--- config.mk ---
export PLATFORM = sky130hd
export DESIGN_NAME = bt656_bargen
export DESIGN_NICKNAME = d
export VERILOG_FILES = /design/src/rtl/bt656_pkg.sv /design/src/rtl/bt_raster.sv /design/src/rtl/bt_pattern.sv /design/src/rtl/bt_outsel.sv /design/src/rtl/bt656_bargen.sv
export SDC_FILE = /design/constraint.sdc
export NUM_CORES = 1
export LEC_CHECK = 0
export BUFFER_PORTS_ARGS = -buffer_cell sky130_fd_sc_hd__buf_2
export CAP_MARGIN = 10
export CORE_ASPECT_RATIO = 1.75
export CORE_MARGIN = 2
export CORE_UTILIZATION = 60
export DETAILED_ROUTE_END_ITERATION = 16
export MAX_ROUTING_LAYER = met4
export PLACE_DENSITY = 0.79
export SYNTH_ARGS = -nofsm -noshare
export SYNTH_HDL_FRONTEND = slang
export SYNTH_HIERARCHICAL = 1
export SYNTH_SLANG_ARGS = --single-unit
--- constraint.sdc ---
create_clock -name clk -period 7.9 [get_ports clk]
set_input_delay 0 -clock clk [delete_from_list [all_inputs] [get_ports clk]]
set_output_delay 0 -clock clk [all_outputs]
set_load 0.02 [all_outputs]
--- src/rtl/bt656_pkg.sv ---
package bt656_pkg;

   localparam logic [7:0] FILL_C = 8'h80;
   localparam logic [7:0] FILL_Y = 8'h10;

   // status word: fixed 1, F, V, H, then four protection bits
   function automatic logic [7:0] trs_status(input logic f, input logic v, input logic h);
      return {1'b1, f, v, h, v ^ h, f ^ h, f ^ v, f ^ v ^ h};
   endfunction

   // byte n (0..3) of a timing reference code
   function automatic logic [7:0] trs_byte(input logic [1:0] n, input logic f,
                                           input logic v, input logic h);
      case (n)
         2'd0:    return 8'hFF;
         2'd3:    return trs_status(f, v, h);
         default: return 8'h00;
      endcase
   endfunction

   // 75% bar levels packed as {Y, Cb, Cr}
   function automatic logic [23:0] bar_level(input logic [2:0] idx);
      case (idx)
         3'd0:    return {8'd180, 8'd128, 8'd128};
         3'd1:    return {8'd162, 8'd44,  8'd142};
         3'd2:    return {8'd131, 8'd156, 8'd44};
         3'd3:    return {8'd112, 8'd72,  8'd58};
         3'd4:    return {8'd84,  8'd184, 8'd198};
         3'd5:    return {8'd65,  8'd100, 8'd212};
         3'd6:    return {8'd35,  8'd212, 8'd114};
         default: return {8'd16,  8'd128, 8'd128};
      endcase
   endfunction

endpackage

--- src/rtl/bt_raster.sv ---
module bt_raster #(
   parameter int HBLANK    = 280,
   parameter int ACTIVE    = 1440,
   parameter int LINES     = 625,
   parameter int VB1_END   = 22,
   parameter int VB2_START = 311,
   parameter int VB2_END   = 335,
   parameter int VB3_START = 624,
   parameter int F2_START  = 313,
   localparam int LINE_BYTES = 8 + HBLANK + ACTIVE,
   localparam int CW = $clog2(LINE_BYTES),
   localparam int LW = $clog2(LINES + 1)
) (
   input  logic          clk,
   input  logic          rst_n,
   output logic [CW-1:0] col,
   output logic [LW-1:0] line,
   output logic          f_o,
   output logic          v_o,
   output logic          h_o
);

   localparam logic [CW-1:0] COL_LAST = CW'(LINE_BYTES - 1);
   localparam logic [CW-1:0] SAV_AT   = CW'(4 + HBLANK);
   localparam logic [LW-1:0] LN_LAST  = LW'(LINES);
   localparam logic [LW-1:0] LN_V1E   = LW'(VB1_END);
   localparam logic [LW-1:0] LN_V2S   = LW'(VB2_START);
   localparam logic [LW-1:0] LN_V2E   = LW'(VB2_END);
   localparam logic [LW-1:0] LN_V3S   = LW'(VB3_START);
   localparam logic [LW-1:0] LN_F2    = LW'(F2_START);

   generate
      if (ACTIVE % 32 != 0 || ACTIVE < 32) begin : g_bad_active
         $error("ACTIVE must be a positive multiple of 32");
      end
      if (HBLANK % 2 != 0 || HBLANK < 2) begin : g_bad_hblank
         $error("HBLANK must be even and at least 2");
      end
      if (!(VB1_END >= 1 && VB1_END < VB2_START && VB2_START <= F2_START &&
            F2_START <= VB2_END && VB2_END < VB3_START && VB3_START <= LINES)) begin : g_bad_lines
         $error("vertical boundaries out of order");
      end
   endgenerate

   always_ff @(posedge clk or negedge rst_n) begin
      if (!rst_n) begin
         col  <= '0;
         line <= LW'(1);
      end else if (col == COL_LAST) begin
         col  <= '0;
         line <= (line == LN_LAST) ? LW'(1) : line + 1'b1;
      end else begin
         col <= col + 1'b1;
      end
   end

   always_comb begin
      v_o = (line <= LN_V1E) || (line >= LN_V2S && line <= LN_V2E) || (line >= LN_V3S);
      f_o = (line >= LN_F2);
      h_o = (col < SAV_AT);
   end


   line_hold_chk: assert property (@(posedge clk) disable iff (!rst_n)
      (col != COL_LAST) |=> $stable(line));


   line_rng_chk: assert property (@(posedge clk) disable iff (!rst_n)
      (line >= LW'(1)) && (line <= LN_LAST));

endmodule

--- src/rtl/bt_pattern.sv ---
module bt_pattern
   import bt656_pkg::*;
#(
   parameter int HBLANK = 280,
   parameter int ACTIVE = 1440,
   localparam int LINE_BYTES = 8 + HBLANK + ACTIVE,
   localparam int CW = $clog2(LINE_BYTES)
) (
   input  logic [CW-1:0] col,
   input  logic          f,
   input  logic          v,
   output logic [7:0]    byte_o
);

   localparam logic [CW-1:0] SAV_AT = CW'(4 + HBLANK);
   localparam logic [CW-1:0] ACT_AT = CW'(8 + HBLANK);
   localparam logic [CW-1:0] BAR_W  = CW'(ACTIVE / 8);

   logic [CW-1:0] rel;
   logic [23:0]   ycc;

   always_comb begin
      rel    = '0;
      ycc    = '0;
      byte_o = FILL_Y;
      if (col < SAV_AT) begin
         if (col < CW'(4)) byte_o = trs_byte(col[1:0], f, v, 1'b1);
         else              byte_o = col[0] ? FILL_Y : FILL_C;
      end else if (col < ACT_AT) begin
         rel    = col - SAV_AT;
         byte_o = trs_byte(rel[1:0], f, v, 1'b0);
      end else begin
         rel = col - ACT_AT;
         if (v) begin
            byte_o = rel[0] ? FILL_Y : FILL_C;
         end else begin
            ycc = bar_level(3'(rel / BAR_W));
            if (rel[0])      byte_o = ycc[23:16];
            else if (rel[1]) byte_o = ycc[7:0];
            else             byte_o = ycc[15:8];
         end
      end
   end

endmodule

--- src/rtl/bt_outsel.sv ---
module bt_outsel (
   input  logic       clk,
   input  logic       rst_n,
   input  logic       at_line_start,
   input  logic       sel_pass,
   input  logic [7:0] vin,
   input  logic [7:0] gen,
   input  logic       f_in,
   input  logic       v_in,
   input  logic       h_in,
   output logic [7:0] vout,
   output logic       f_o,
   output logic       v_o,
   output logic       h_o,
   output logic       src_pass
);

   logic sel_eff;

   always_comb sel_eff = at_line_start ? sel_pass : src_pass;

   always_ff @(posedge clk or negedge rst_n) begin
      if (!rst_n) begin
         vout     <= 8'h10;
         f_o      <= 1'b0;
         v_o      <= 1'b1;
         h_o      <= 1'b1;
         src_pass <= 1'b0;
      end else begin
         vout     <= sel_eff ? vin : gen;
         f_o      <= f_in;
         v_o      <= v_in;
         h_o      <= h_in;
         src_pass <= sel_eff;
      end
   end

endmodule

--- src/rtl/bt656_bargen.sv ---
module bt656_bargen #(
   parameter int HBLANK    = 280,
   parameter int ACTIVE    = 1440,
   parameter int LINES     = 625,
   parameter int VB1_END   = 22,
   parameter int VB2_START = 311,
   parameter int VB2_END   = 335,
   parameter int VB3_START = 624,
   parameter int F2_START  = 313
) (
   input  logic       clk,
   input  logic       rst_n,
   input  logic [7:0] vin,
   input  logic       sel_pass,
   output logic [7:0] vout,
   output logic       f_dbg,
   output logic       v_dbg,
   output logic       h_dbg
);

   localparam int LINE_BYTES = 8 + HBLANK + ACTIVE;
   localparam int CW = $clog2(LINE_BYTES);
   localparam int LW = $clog2(LINES + 1);

   logic [CW-1:0] col;
   logic [LW-1:0] line;
   logic          f_r, v_r, h_r;
   logic [7:0]    gen;
   logic          src_pass;

   bt_raster #(
      .HBLANK(HBLANK), .ACTIVE(ACTIVE), .LINES(LINES),
      .VB1_END(VB1_END), .VB2_START(VB2_START), .VB2_END(VB2_END),
      .VB3_START(VB3_START), .F2_START(F2_START)
   ) u_raster (
      .clk(clk), .rst_n(rst_n), .col(col), .line(line),
      .f_o(f_r), .v_o(v_r), .h_o(h_r)
   );

   bt_pattern #(.HBLANK(HBLANK), .ACTIVE(ACTIVE)) u_pattern (
      .col(col), .f(f_r), .v(v_r), .byte_o(gen)
   );

   bt_outsel u_outsel (
      .clk(clk), .rst_n(rst_n), .at_line_start(col == '0),
      .sel_pass(sel_pass), .vin(vin), .gen(gen),
      .f_in(f_r), .v_in(v_r), .h_in(h_r),
      .vout(vout), .f_o(f_dbg), .v_o(v_dbg), .h_o(h_dbg),
      .src_pass(src_pass)
   );


   h_rise_chk: assert property (@(posedge clk) disable iff (!rst_n)
      ($rose(h_dbg) && !src_pass) |-> (vout == 8'hFF));


   code_follow_chk: assert property (@(posedge clk) disable iff (!rst_n)
      (vout == 8'hFF && !src_pass) |=> (vout == 8'h00));


   field_edge_chk: assert property (@(posedge clk) disable iff (!rst_n)
      !$rose(h_dbg) |-> $stable(f_dbg));

endmodule

==> results.toml <==
[finish]
layout-drive-gt1-share_pct = 17.34
final_nets = 442
synthToLayoutAreaGrowth_pct = 8.910
final_common_cell = "nor2_1"
register_area_sq_um = 830.8
nFillCells = 419
final_cell_mix = "nor2_1 (41), nand2_1 (32), dfrtp_1 (29), a21oi_1 (23), o21ai_0 (22)"
antenna_cells = 0
multi_input_area_sq_um = 2273

[timing]
slew_headroom_pct = 38.33
fmaxAchievable_mhz = 180.7
tightest_slew_ns = 0.9212
slew_viol_final = 0
setup_tns_ns = 0
post-route-period-util_pct = 70.06
rsz0062_at_grt = "no"
period_minus_slack_ns = 5.535
setup_violations = 0
fin_worst_skew_ns = 0.007987
finalHoldViolations = 0

[global_routing]
grt-ovfl-total = 0
grt_pass1_vias = 3073
grt_usage_pct = 30.29
antenna_found_initial = 0
grt_first_pass_wirelength_microns = 13850
grt_max_degree = 34

[yosys]
netlist_top_cells_area = "dfrtp_1 (22%), nor2_1 (4.7%), ha_1 (4.2%)"
avgSynthCellArea_sq_um = 8.099
synth_cell_types = 82
postSynth.asyncResetShare_pct = 100.0
yosysTopAreaCellShare_pct = 22.18
synth-edff-count = 0
postSynthCellCount = 404
ys_seq_elements = 33
synth-seq-area-share_pct = 25.39
synthFlopType = "dfrtp_1"
synth_nets = 426
synth_area_sq_um = 3272
yosys_warnings = 6
yosysTopAreaCell = "dfrtp_1"

[placement]
io_buffers = 21
place_congestion = 0.9185
hpwl_microns = 6018

[cts]
ctsHtreeMaxLevel = 2
worstSkewPairLatency_ns = 0.30
ctsResizeCount = 0
root_buffer = "clkbuf_8"
clock_sinks = 33
cts_tree = "done"
clockBufferDepth = 2
numCtsBuffers = 5
clk_pin_slew_ns = 0.07

[drt]
wire_per_inst_microns = 17.80
ant_nets = 0
drt_wl_total_microns = 8471
avgViaCountPerCell = 6.710
first_pass_iters = 5
vias = 3194
drc = 0
drt-initial-drc-count = 223

[setup_path]
cp_max_fo = 19
critPathKind = "flip-flop to flip-flop"
crit_arrival_ns = 5.72
start_kind = "flip-flop"
worstPathRequired_ns = 8.09
cp_top_family = "compound AO/OA/AOI/OAI gates"
max_stage_delay_ns = 0.72
critPathCaptureType = "flip-flop"
slowest_stage = "dfrtp_1"
path_cells = "inv_1 -> ha_1 -> a221oi_1 -> o21a_1 -> o32ai_2 -> mux2i_2 -> o211ai_2 -> nand2_2 -> mux2i_1 -> o32ai_2 -> mux2i_1 -> a21o_2 -> nand2b_1 -> a21oi_1 -> a221o_1 -> mux2_2"
worst-path-buf-inv = 1

[pwr]
internal-power_uw = 282.6
p_switching_uw = 79.92
power_frac_comb_pct = 5.1
powerDensity_nw_per_um2 = 101.7
power_uw = 362.5
vdd_drop_max_uv = 192.4
p_seq_share_pct = 47.5
p_clk_share_pct = 47.4
leakagePower_uw = 0.001421
switching_share_pct = 22.05

[die]
dieArea_sq_um = 6083
die_w_microns = 59.82
row_count = 35
ios = 22
core_area_sq_um = 5255
initial_utilization_pct = 62.26
die_h_microns = 101.7

[job]
maxCapViolations = 0

[status]
status = "finished, final reports clean"

[worst_hold_path]
hold_class = "input port to flip-flop"
[flip-flops by register name, summed over array words and instances, names as in the netlist]
signal / flops
u_outsel/h_o: 1
u_outsel/vout: 8
u_raster/col: 11
u_raster/line: 10
u_outsel/src_pass: 1
u_outsel/f_o: 1
u_outsel/v_o: 1
[Yosys cell counts (3+ instances only)]
master,n
a211oi_1,3
inv_1,18
xnor2_1,10
o21a_1,7
and3_1,7
clkbuf_1,12
o21ai_0,22
dfstp_2,4
nand4_1,5
a21oi_1,23
buf_2,5
a31oi_1,8
o211ai_1,3
a22o_1,5
xor2_1,5
o21ai_1,7
ha_1,11
dfrtp_1,29
a311oi_1,3
nor2b_1,9
mux2_2,12
mux2i_1,5
nor3_1,16
and2_1,3
nand2_1,32
buf_4,3
nand3_1,14
nor4_1,7
nor2_1,41
a32oi_1,3
o32ai_1,3
nand2b_1,5
mux2i_2,3
[metal layers]
metal	up-vias	part of all wire [%]	track usage, %
li1	1540	-	-
met3	27	3.6	3.065
met5	-	0	-
met2	109	54	52.76
met1	1518	39	32.77
met4	0	3.7	15.56
[power by group through the flow]
stage | combinational [uW] | sequential (uW) | clock (uW)
detailed placement | 15.1 | 175 | 0
finish | 18.4 | 172 | 172
CTS | 18.5 | 172 | 175
global route | 19.9 | 172 | 181
global placement | 14.7 | 175 | 0
floorplan | 3.51 | 178 | 0
[final cells by class]
class / instances / area share (%)
multi-input cells: 331 / 63.80
flip-flops and latches: 33 / 23.31
repair buffers: 31 / 5.688
clock buffers: 6 / 2.317
well taps: 55 / 1.931
inverters: 18 / 1.896
clock inverters: 2 / 1.053
[stage by stage]
stage | cell area (sq um) | cells | hold slack, ns | utilization (%) | worst slack, ns
global placement | 3353 | 459 | 0.09065 | 63.81 | 2.679
global route | 3563 | 476 | 0.04479 | 67.81 | 2.015
floorplan | 3272 | 404 | -0.2956 | - | 3.243
CTS | 3563 | 476 | 0.03264 | 67.81 | 2.478
finish | 3563 | 476 | 0.03407 | 67.81 | 2.365
detailed placement | 3353 | 459 | 0.1051 | 63.81 | 2.504
[repair_timing]
action	4_1_cts	5_1_grt
hold endpoints to repair	37	0
setup buffers	0	0
hold buffers	9	0
[worst paths after layout]
check / startpoint / to / slack, ns / cells past startpoint
setup reg to reg: u_raster/col[5] / u_outsel/vout[1] / 2.37 / 16
hold / removal: sel_pass / u_outsel/src_pass / 0.03 / 3
hold reg to reg: u_outsel/src_pass / u_outsel/src_pass / 0.60 / 2
min in group asynchronous: rst_n / u_raster/line[4] / 0.30 / 2
max in group asynchronous: rst_n / u_outsel/vout[3] / 7.11 / 2
setup / recovery: u_raster/col[5] / u_outsel/vout[1] / 2.37 / 16
[cell families (layout without fill, tap and decap cells)]
logic type | Yosys count | count (layout) | share of synthesized area (%)
buf+inv | 40 | 57 | 5.124
compound gates | 123 | 123 | 27.46
xor+xnor | 15 | 15 | 4.015
fa+ha+maj | 11 | 11 | 4.206
flops | 33 | 33 | 25.39
mux | 22 | 22 | 8.069
simple gates | 160 | 160 | 25.74
[worst min-delay path, delay by kind of cell]
kind | cells | cell delay (ns)
mux | 1 | 0.12
buf+inv | 2 | 0.17
(Power assumes the default switching activity.)
